$ cat config.mk
export PLATFORM = sky130hd
export DESIGN_NAME = uart_status_flags
export DESIGN_NICKNAME = d
export VERILOG_FILES = /design/src/rtl/uart_stat_pkg.sv /design/src/rtl/uart_stat_decode.sv /design/src/rtl/uart_stat_cause.sv /design/src/rtl/uart_stat_arm.sv /design/src/rtl/uart_stat_flags.sv /design/src/rtl/uart_status_flags.sv
export SDC_FILE = /design/constraint.sdc
export NUM_CORES = 1
export LEC_CHECK = 0
export BUFFER_PORTS_ARGS = -buffer_cell sky130_fd_sc_hd__buf_2
export CORE_MARGIN = 2
export CORE_UTILIZATION = 45
export DETAILED_ROUTE_END_ITERATION = 16
export PLACE_DENSITY = 0.86
export SYNTH_ARGS = -nofsm -noshare
export SYNTH_HDL_FRONTEND = slang
export SYNTH_SLANG_ARGS = --single-unit
$ cat constraint.sdc
create_clock -name clk_i -period 2.5 [get_ports clk_i]
set_input_delay 0.625 -clock clk_i [delete_from_list [all_inputs] [get_ports clk_i]]
set_output_delay 0.625 -clock clk_i [all_outputs]
set_load 0.1 [all_outputs]
$ cat src/rtl/uart_stat_pkg.sv
package uart_stat_pkg;
  localparam int NFLAG = 8;
  localparam int B_TXE   = 7;
  localparam int B_TXC   = 6;
  localparam int B_RXF   = 5;
  localparam int B_IDLE  = 4;
  localparam int B_OVR   = 3;
  localparam int B_NOISE = 2;
  localparam int B_FRM   = 1;
  localparam int B_PAR   = 0;
  // bits cleared by data write; the rest by data read
  localparam logic [NFLAG-1:0] TX_MASK = 8'hC0;
  localparam logic [NFLAG-1:0] RX_MASK = 8'h3F;
  localparam logic [NFLAG-1:0] RST_VAL = 8'hC0;

  typedef enum logic [1:0] {
    ACC_NONE,
    ACC_STAT_RD,
    ACC_DATA_RD,
    ACC_DATA_WR
  } acc_e;
endpackage

$ cat src/rtl/uart_stat_decode.sv
module uart_stat_decode
  import uart_stat_pkg::*;
#(
  parameter int ADDR_W = 3,
  parameter logic [ADDR_W-1:0] STAT_ADDR = 3'd4,
  parameter logic [ADDR_W-1:0] DATA_ADDR = 3'd7
) (
  input  logic              valid_i,
  input  logic              write_i,
  input  logic [ADDR_W-1:0] addr_i,
  output acc_e              acc_o
);
  always_comb begin
    acc_o = ACC_NONE;
    if (valid_i) begin
      if (addr_i == DATA_ADDR) acc_o = write_i ? ACC_DATA_WR : ACC_DATA_RD;
      else if (addr_i == STAT_ADDR && !write_i) acc_o = ACC_STAT_RD;
    end
  end
endmodule

$ cat src/rtl/uart_stat_cause.sv
module uart_stat_cause
  import uart_stat_pkg::*;
#(
  parameter int CNT_W = 6
) (
  input  logic [CNT_W-1:0] tx_count_i,
  input  logic [CNT_W-1:0] tx_water_i,
  input  logic             tx_busy_i,
  input  logic [CNT_W-1:0] rx_count_i,
  input  logic [CNT_W-1:0] rx_water_i,
  input  logic             rx_idle_i,
  input  logic             rx_overrun_i,
  input  logic             rx_noise_i,
  input  logic             rx_frame_err_i,
  input  logic             rx_parity_err_i,
  output logic [NFLAG-1:0] set_o
);
  localparam logic [CNT_W-1:0] CNT_ZERO = '0;

  always_comb begin
    set_o          = '0;
    set_o[B_TXE]   = (tx_count_i <= tx_water_i);
    set_o[B_TXC]   = (tx_count_i == CNT_ZERO) && !tx_busy_i;
    set_o[B_RXF]   = (rx_count_i != CNT_ZERO) && (rx_count_i >= rx_water_i);
    set_o[B_IDLE]  = rx_idle_i;
    set_o[B_OVR]   = rx_overrun_i;
    set_o[B_NOISE] = rx_noise_i;
    set_o[B_FRM]   = rx_frame_err_i;
    set_o[B_PAR]   = rx_parity_err_i;
  end
endmodule

$ cat src/rtl/uart_stat_arm.sv
module uart_stat_arm
  import uart_stat_pkg::*;
(
  input  logic             clk_i,
  input  logic             rst_ni,
  input  acc_e             acc_i,
  input  logic             flush_i,
  input  logic [NFLAG-1:0] flag_q_i,
  input  logic [NFLAG-1:0] flag_d_i,
  input  logic [NFLAG-1:0] dma_clr_i,
  output logic [NFLAG-1:0] sw_clr_o
);
  logic [NFLAG-1:0] armed_q, armed_d, kind_mask, arm_new, drop;

  always_comb begin
    unique case (acc_i)
      ACC_DATA_WR: kind_mask = TX_MASK;
      ACC_DATA_RD: kind_mask = RX_MASK;
      default:     kind_mask = '0;
    endcase
  end

  assign sw_clr_o = armed_q & kind_mask;
  assign arm_new  = (acc_i == ACC_STAT_RD) ? flag_q_i : '0;
  assign drop     = sw_clr_o | dma_clr_i | (flush_i ? RX_MASK : '0);
  // a flag that goes low for any reason loses its arm
  assign armed_d  = ((armed_q & ~drop) | arm_new) & flag_d_i;

  always_ff @(posedge clk_i or negedge rst_ni) begin
    if (!rst_ni) armed_q <= '0;
    else         armed_q <= armed_d;
  end

  // status read arms every flag it sees, unless DMA strikes that cycle
  assert_status_read_arms_R5: assert property (@(posedge clk_i) disable iff (!rst_ni)
    (acc_i == ACC_STAT_RD && dma_clr_i == '0) |=>
      (((armed_q | ~flag_q_i) & $past(flag_q_i)) == $past(flag_q_i)));
endmodule

$ cat src/rtl/uart_stat_flags.sv
module uart_stat_flags
  import uart_stat_pkg::*;
(
  input  logic             clk_i,
  input  logic             rst_ni,
  input  logic [NFLAG-1:0] set_i,
  input  logic [NFLAG-1:0] clr_i,
  output logic [NFLAG-1:0] flag_q_o,
  output logic [NFLAG-1:0] flag_d_o
);
  for (genvar k = 0; k < NFLAG; k++) begin : g_flag
    // set wins over clear
    assign flag_d_o[k] = set_i[k] | (flag_q_o[k] & ~clr_i[k]);
    always_ff @(posedge clk_i or negedge rst_ni) begin
      if (!rst_ni) flag_q_o[k] <= RST_VAL[k];
      else         flag_q_o[k] <= flag_d_o[k];
    end
  end

  assert_set_wins_R7: assert property (@(posedge clk_i) disable iff (!rst_ni)
    (set_i != '0) |=> ((flag_q_o & $past(set_i)) == $past(set_i)));
endmodule

$ cat src/rtl/uart_status_flags.sv
module uart_status_flags
  import uart_stat_pkg::*;
#(
  parameter int CNT_W  = 6,
  parameter int ADDR_W = 3,
  parameter logic [ADDR_W-1:0] STAT_ADDR = 3'd4,
  parameter logic [ADDR_W-1:0] DATA_ADDR = 3'd7
) (
  input  logic              clk_i,
  input  logic              rst_ni,
  input  logic              bus_valid_i,
  input  logic              bus_write_i,
  input  logic [ADDR_W-1:0] bus_addr_i,
  input  logic [CNT_W-1:0]  tx_count_i,
  input  logic [CNT_W-1:0]  tx_water_i,
  input  logic              tx_busy_i,
  input  logic [CNT_W-1:0]  rx_count_i,
  input  logic [CNT_W-1:0]  rx_water_i,
  input  logic              rx_idle_i,
  input  logic              rx_overrun_i,
  input  logic              rx_noise_i,
  input  logic              rx_frame_err_i,
  input  logic              rx_parity_err_i,
  input  logic              rx_flush_i,
  input  logic [7:0]        dma_sel_i,
  input  logic [7:0]        dma_done_i,
  input  logic [7:0]        irq_en_i,
  output logic [7:0]        status_o,
  output logic              irq_o,
  output logic [7:0]        dma_req_o,
  output logic              rx_pop_o,
  output logic              tx_push_o
);
  acc_e             acc;
  logic [NFLAG-1:0] set_v, sw_clr, dma_clr, flag_q, flag_d;

  uart_stat_decode #(
    .ADDR_W(ADDR_W), .STAT_ADDR(STAT_ADDR), .DATA_ADDR(DATA_ADDR)
  ) u_decode (
    .valid_i(bus_valid_i), .write_i(bus_write_i), .addr_i(bus_addr_i), .acc_o(acc)
  );

  uart_stat_cause #(.CNT_W(CNT_W)) u_cause (
    .tx_count_i(tx_count_i), .tx_water_i(tx_water_i), .tx_busy_i(tx_busy_i),
    .rx_count_i(rx_count_i), .rx_water_i(rx_water_i),
    .rx_idle_i(rx_idle_i), .rx_overrun_i(rx_overrun_i), .rx_noise_i(rx_noise_i),
    .rx_frame_err_i(rx_frame_err_i), .rx_parity_err_i(rx_parity_err_i),
    .set_o(set_v)
  );

  assign dma_clr = dma_done_i & dma_sel_i;

  uart_stat_arm u_arm (
    .clk_i(clk_i), .rst_ni(rst_ni), .acc_i(acc), .flush_i(rx_flush_i),
    .flag_q_i(flag_q), .flag_d_i(flag_d), .dma_clr_i(dma_clr), .sw_clr_o(sw_clr)
  );

  uart_stat_flags u_flags (
    .clk_i(clk_i), .rst_ni(rst_ni), .set_i(set_v), .clr_i(sw_clr | dma_clr),
    .flag_q_o(flag_q), .flag_d_o(flag_d)
  );

  assign status_o  = flag_q;
  assign irq_o     = |(flag_q & irq_en_i & ~dma_sel_i);
  assign dma_req_o = flag_q & irq_en_i & dma_sel_i;
  // pops are never blocked, even from an empty FIFO
  assign rx_pop_o  = (acc == ACC_DATA_RD);
  assign tx_push_o = (acc == ACC_DATA_WR);

  // a receive event flag only falls after a data read or a routed DMA-done
  assert_event_fall_needs_access_R6: assert property (@(posedge clk_i) disable iff (!rst_ni)
    (($past(status_o[4:0]) & ~status_o[4:0]) != 5'd0) |->
      $past(rx_pop_o || (dma_clr != '0)));

  // transmit-empty can only be low after a cycle above the watermark
  assert_txe_level_R2: assert property (@(posedge clk_i) disable iff (!rst_ni)
    $fell(status_o[7]) |-> $past(tx_count_i > tx_water_i));
endmodule

Yosys cells after proc, flatten, opt, wreduce, memory -nomap -nowiden --
Cells that the tools add are included.
Storage, ports and cells: output and inout port bits 19, register bits after elaboration 16, word-level logic and storage cells 67, input bits 62
Operators by class: reductions and logical operators 8, eq/ne operators 5, bitwise gates (word level) 36, order comparisons 2, multiplexer cells 7
Operators by type and width (count):
- AND 8 bit | 7
- bitwise OR 8 bit | 3
- NOT 8 bit | 2
- one-hot mux 8 bit (2 select lines) | 1
- AND 1 bit | 8
- 2-to-1 mux 8 bit | 1
- NOT 1 bit | 8
- bitwise OR 1 bit | 8
- OR reduction 8 bit | 1
- == test 3 bit (second input constant) | 2
- >= comparator 6 bit | 1
- <= comparator 6 bit | 1
- logical NOT 6 bit | 1
- 2-to-1 mux 6 bit | 1
- nonzero test 6 bit | 1
- == test 2 bit (second input constant) | 2
- 2-to-1 mux 2 bit | 2
- logical AND 1 bit | 3
- == test 2 x 1 -> 1 bit (second input constant) | 1
- logical NOT 1 bit | 2
- 2-to-1 mux 1 bit | 2

Longest topological paths before layout --
depth after elaboration 14, mapped depth 7, gate-level depth less buffers 7

By module --
A second synthesis with hierarchy kept.
Unflattened totals: cell total of the unflattened synthesis 165, area total of the unflattened synthesis 1402.6 um^2
By module, submodules not included:
- uart_stat_arm | sequential area each 200.2 um^2, area an instance 500.5 um^2, instances 1, cells an instance 46
- uart_stat_cause | sequential area each 0.0 um^2, area an instance 350.3 um^2, instances 1, cells an instance 50
- uart_stat_flags | sequential area each 202.7 um^2, area an instance 292.8 um^2, instances 1, cells an instance 24
- uart_status_flags | sequential area each 0.0 um^2, area an instance 227.7 um^2, instances 1, cells an instance 39
- uart_stat_decode | sequential area each 0.0 um^2, area an instance 31.3 um^2, instances 1, cells an instance 6

Least setup slack after synthesis --
OpenSTA, ideal clock, no wires.
kind input to register, start point input port bus_write_i, end point register u_arm.armed_q[5], stages on the path 5, slack -0.397 ns, library setup time 0.119 ns, required time 2.381 ns, path buffers 0, data arrival time 2.778 ns, path through nand2b_1 > nor2_1 > nand2_1 > a32o_1 > and2_1
Between the ends: elaborated cells on any way between the ends 21, classes of those cells eq/ne: 3; mux: 6; bitwise: 10; reduce/logical: 2
RTL lines:
- start: declaration | line uart_status_flags.sv:12 | input logic bus_write_i,
- logical NOT 1 bit | line uart_stat_decode.sv:17 | else if (addr_i == STAT_ADDR && !write_i) acc_o = ACC_STAT_RD;
- logical AND 1 bit | line uart_stat_decode.sv:17
- 2-to-1 mux 1 bit | line uart_stat_decode.sv:17
- 2-to-1 mux 2 bit * | line uart_stat_decode.sv:16 | if (addr_i == DATA_ADDR) acc_o = write_i ? ACC_DATA_WR : ACC_DATA_RD;
- 2-to-1 mux 2 bit * | line uart_stat_decode.sv:15 | if (valid_i) begin
- == test 2 bit *
- via rx_pop_o | line uart_status_flags.sv:31 | output logic rx_pop_o,
- one-hot mux 8 bit (2 select lines) * | line uart_stat_arm.sv:16 | unique case (acc_i)
- AND 8 bit * | line uart_stat_arm.sv:23 | assign sw_clr_o = armed_q & kind_mask;
- bitwise OR 8 bit * | line uart_stat_arm.sv:25, uart_status_flags.sv:59
- NOT 1 bit * | line uart_stat_flags.sv:13 | assign flag_d_o[k] = set_i[k] | (flag_q_o[k] & ~clr_i[k]);
- AND 1 bit * | line uart_stat_flags.sv:13
- bitwise OR 1 bit * | line uart_stat_flags.sv:13
- via flag_d[5] | line uart_status_flags.sv:35 | logic [NFLAG-1:0] set_v, sw_clr, dma_clr, flag_q, flag_d;
- AND 8 bit * | line uart_stat_arm.sv:27 | assign armed_d = ((armed_q & ~drop) | arm_new) & flag_d_i;
- via u_arm.armed_d[5] | line uart_stat_arm.sv:13 | logic [NFLAG-1:0] armed_q, armed_d, kind_mask, arm_new, drop;
- end signal: assignment | line uart_stat_arm.sv:31 | else armed_q <= armed_d;
- end: declaration | line uart_stat_arm.sv:13
Mark *: on every way through the listed nets, which the timed path passes. The rest lies on a longest branch.

Worst setup path in the final report --
start point register u_flags.flag_q_o[2], end point output port irq_o
Between the ends: cells in the longest elaborated chain, start to end 3
RTL lines:
- start: declaration | line uart_stat_flags.sv:8 | output logic [NFLAG-1:0] flag_q_o,
- start signal: indexed assignment | line uart_stat_flags.sv:15 | if (!rst_ni) flag_q_o[k] <= RST_VAL[k];
- start signal: indexed assignment | line uart_stat_flags.sv:16 | else flag_q_o[k] <= flag_d_o[k];
- AND 8 bit (2 in series) | line uart_status_flags.sv:64 | assign irq_o = |(flag_q & irq_en_i & ~dma_sel_i);
- OR reduction 8 bit | line uart_status_flags.sv:64
- end: declaration | line uart_status_flags.sv:29 | output logic irq_o,
No other way between the ends.

==> flow_metrics.tcl <==
set metrics [dict create \
    cp-end-kind "output port" \
    finalSetupTns_ns 0 \
    stdcell_area_um2 1725 \
    start_util 0.4795 \
    finClkSkew_ns 0.004481 \
    ys_seq_elements 16 \
    n_antenna_cell 0 \
    yosysUniqueCellTypes 30 \
    cp.required_ns 1.88 \
    core_um2 2500 \
    fin_util 0.6902 \
    grt_pass1_vias 1267 \
    cts_buffers 3 \
    cp_data_arrival_time_ns 1.75 \
    dp.cells 249 \
    io_buffers 80 \
    rsz0062_at_grt "false" \
    routedWlPerCell_um 12.64 \
    dr.pass1.iters 4 \
    dieArea_um2 3092 \
    combPwrFrac 0.424 \
    drt_first_iter_violations 39 \
    grt_pass1_wl_um 5140 \
    crit_fanout 7 \
    clk_pin_slew_ns 0.10 \
    outcome "finished clean" \
    cts_root_buf "clkbuf_4" \
    drt-total-wl_um 3197 \
    track_usage 0.2023 \
    ir_worst_vdd_mv 0.4559 \
    grt_remaining_overflow 0 \
    start_kind "flip-flop" \
    p_clk_frac 0.207 \
    fp.dieW_um 55.61 \
    rows 18 \
    clk_path_buf_depth 2 \
    maxCapViolCount 0 \
    h-tree-depth 1 \
    gp_routability_congestion 0.7987 \
    vias 1355 \
    slew_viol_final 0 \
    synth_area_per_cell_um2 8.686 \
    dpl_cell_area_um2 1689 \
    ctsHoldBuffers 0 \
    layout_min_cycle_time_ns 2.376 \
    critPathKind "reg2out" \
    grt_max_degree 17 \
    min_path_type "in2async" \
    drc 0 \
    cts.sinks 16 \
    fin_nets 298 \
    viasPerCell 5.356 \
    postCtsSetupRepairBufs 0 \
    postRouteAntennaNets 0 \
    power_frac_seq 0.369 \
    yosysSeqAreaShare 0.3361 \
    grt_antenna_before_repair 0 \
    netlist_instances 138 \
    p_sw_w 0.0003487 \
    dp_hpwl_um 2690 \
    min_period_over_period 0.9505 \
    cellLeakagePower_nw 0.9693 \
    netlist_area_um2 1199 \
    p_total_w 0.0008307 \
    relSlewSlack 0.6739 \
    max_slew.worst_pin.slew_ns 0.4925 \
    cts_resized 0 \
    fmax_mhz 420.8 \
    p_int_w 0.0004820 \
    p_per_area_nw_per_um2 481.5 \
    r2r-start "u_flags.flag_q_o[2]" \
    setup_viol 0 \
    sw_frac_of_total 0.4198 \
    layout.cells.non_filler 253 \
    drive_above_1_share 0.4305 \
    fp.dieH_um 55.61 \
    clk_latency_ns 0.29 \
    syn_nets 212 \
    synth.yosys.warnings 0 \
    cp-startpoint "u_flags.flag_q_o[2]" \
    area_growth_pct 43.95 \
    ios 81 \
    hold_violations 0 \
    tritoncts "done" \
]
==> layout make-up <==
cell class / instances / area [um2]
fill: 235 / 774.5
inverter: 14 / 52.55
sequential: 16 / 402.9
tap: 30 / 37.54
multi-input combinational: 107 / 750.7
timing repair buffer: 82 / 445.4
clock buffer: 4 / 36.28
==> cells by family after synthesis <==
kind of cell / count (synthesis) / share of synthesized area
simple gates: 53 / 0.2202
buf+inv: 15 / 0.04801
flops: 16 / 0.3361
mux: 1 / 0.008351
compound gates: 41 / 0.2620
fa+ha+maj: 12 / 0.1253
==> cells in the mapped netlist, drive strengths merged <==
library cell | n | area share
a211o | 1 | 0.0073
a21boi | 1 | 0.0063
a21o | 7 | 0.044
a21oi | 2 | 0.0084
a221oi | 1 | 0.0073
a22oi | 5 | 0.031
a32o | 7 | 0.058
a32oi | 2 | 0.015
and2 | 2 | 0.010
and3 | 10 | 0.052
buf | 1 | 0.0042
dfrtp | 14 | 0.29
dfstp | 2 | 0.044
ha | 12 | 0.13
inv | 14 | 0.044
mux2i | 1 | 0.0084
nand2 | 28 | 0.088
nand2b | 2 | 0.010
nand3 | 4 | 0.017
nor2 | 1 | 0.0031
nor2b | 1 | 0.0052
nor3 | 1 | 0.0042
nor4 | 1 | 0.0052
nor4b | 1 | 0.013
o211ai | 5 | 0.031
o21a | 1 | 0.0063
o21ai | 3 | 0.013
o22ai | 5 | 0.026
o32a | 1 | 0.0084
or4 | 2 | 0.013
==> cells in the final DEF (no fill, tap or decap), types with 2 or more instances in the layout <==
cell,synthesis,routed
a21o_1,7,7
a21oi_1,2,2
a22oi_1,5,5
a32o_1,7,7
a32oi_1,2,2
and2_1,2,2
and3_1,10,5
and3_2,0,5
buf_12,0,2
buf_2,1,78
buf_4,0,2
clkbuf_4,0,3
dfrtp_1,14,14
dfstp_2,2,2
ha_1,12,12
inv_1,14,14
nand2_1,28,28
nand2b_1,2,2
nand3_1,4,4
o211ai_1,5,5
o21ai_0,3,3
o22ai_1,5,5
==> power groups by stage <==
stage / registers (W) / clock network, W / logic (W)
finish: 0.000307 / 0.000172 / 0.000352
CTS: 0.000306 / 0.000171 / 0.000353
global placement: 0.000310 / 0 / 0.000348
global route: 0.000311 / 0.000182 / 0.000376
floorplan: 0.000387 / 0 / 0.000170
detailed placement: 0.000311 / 0 / 0.000352
==> through the flow <==
stage / setup WS [ns] / hold slack, ns
finish: 0.1238 / 0.2242
global route: 0.06507 / 0.2434
CTS: 0.1346 / 0.2348
detailed placement: 0.1588 / 0.5284
global placement: 0.1555 / 0.5230
floorplan: 0.01212 / 0.3294
==> state kept, by name (all words and copies together), names as in the netlist <==
signal / flops
u_arm.armed_q: 8
u_flags.flag_q_o: 8
==> layer usage <==
| metal | track usage | up-vias | part of all wire | wire, um |
|---|---|---|---|---|
| li1 | - | 688 | - | - |
| met5 | 0 | - | 0 | 0 |
| met1 | 0.2570 | 601 | 0.43 | 1364 |
| met3 | 0.04651 | 2 | 0.092 | 293 |
| met2 | 0.3503 | 64 | 0.48 | 1524 |
| met4 | 0.04181 | 0 | 0.0047 | 15 |
==> critical path, cell delays in order, from the launching register on <==
cell,delay [ns]
dfrtp_1,0.46
nand2_1,0.09
o22ai_1,0.08
or4_4,0.53
buf_2,0.31
==> worst paths after layout <==
path                                       endpoint  slack [ns]  depth (start not counted)
min in group clk_i              u_flags.flag_q_o[0]        0.53                          2
max in group asynchronous       u_flags.flag_q_o[7]        1.98                          1
worst min-delay path            u_flags.flag_q_o[1]        0.22                          1
worst max register to register     u_arm.armed_q[2]        1.46                          3
worst min register to register     u_arm.armed_q[6]        0.54                          2
worst max-delay path                          irq_o        0.12                          4
No activity file was read; power rests on OpenSTA's default activity.
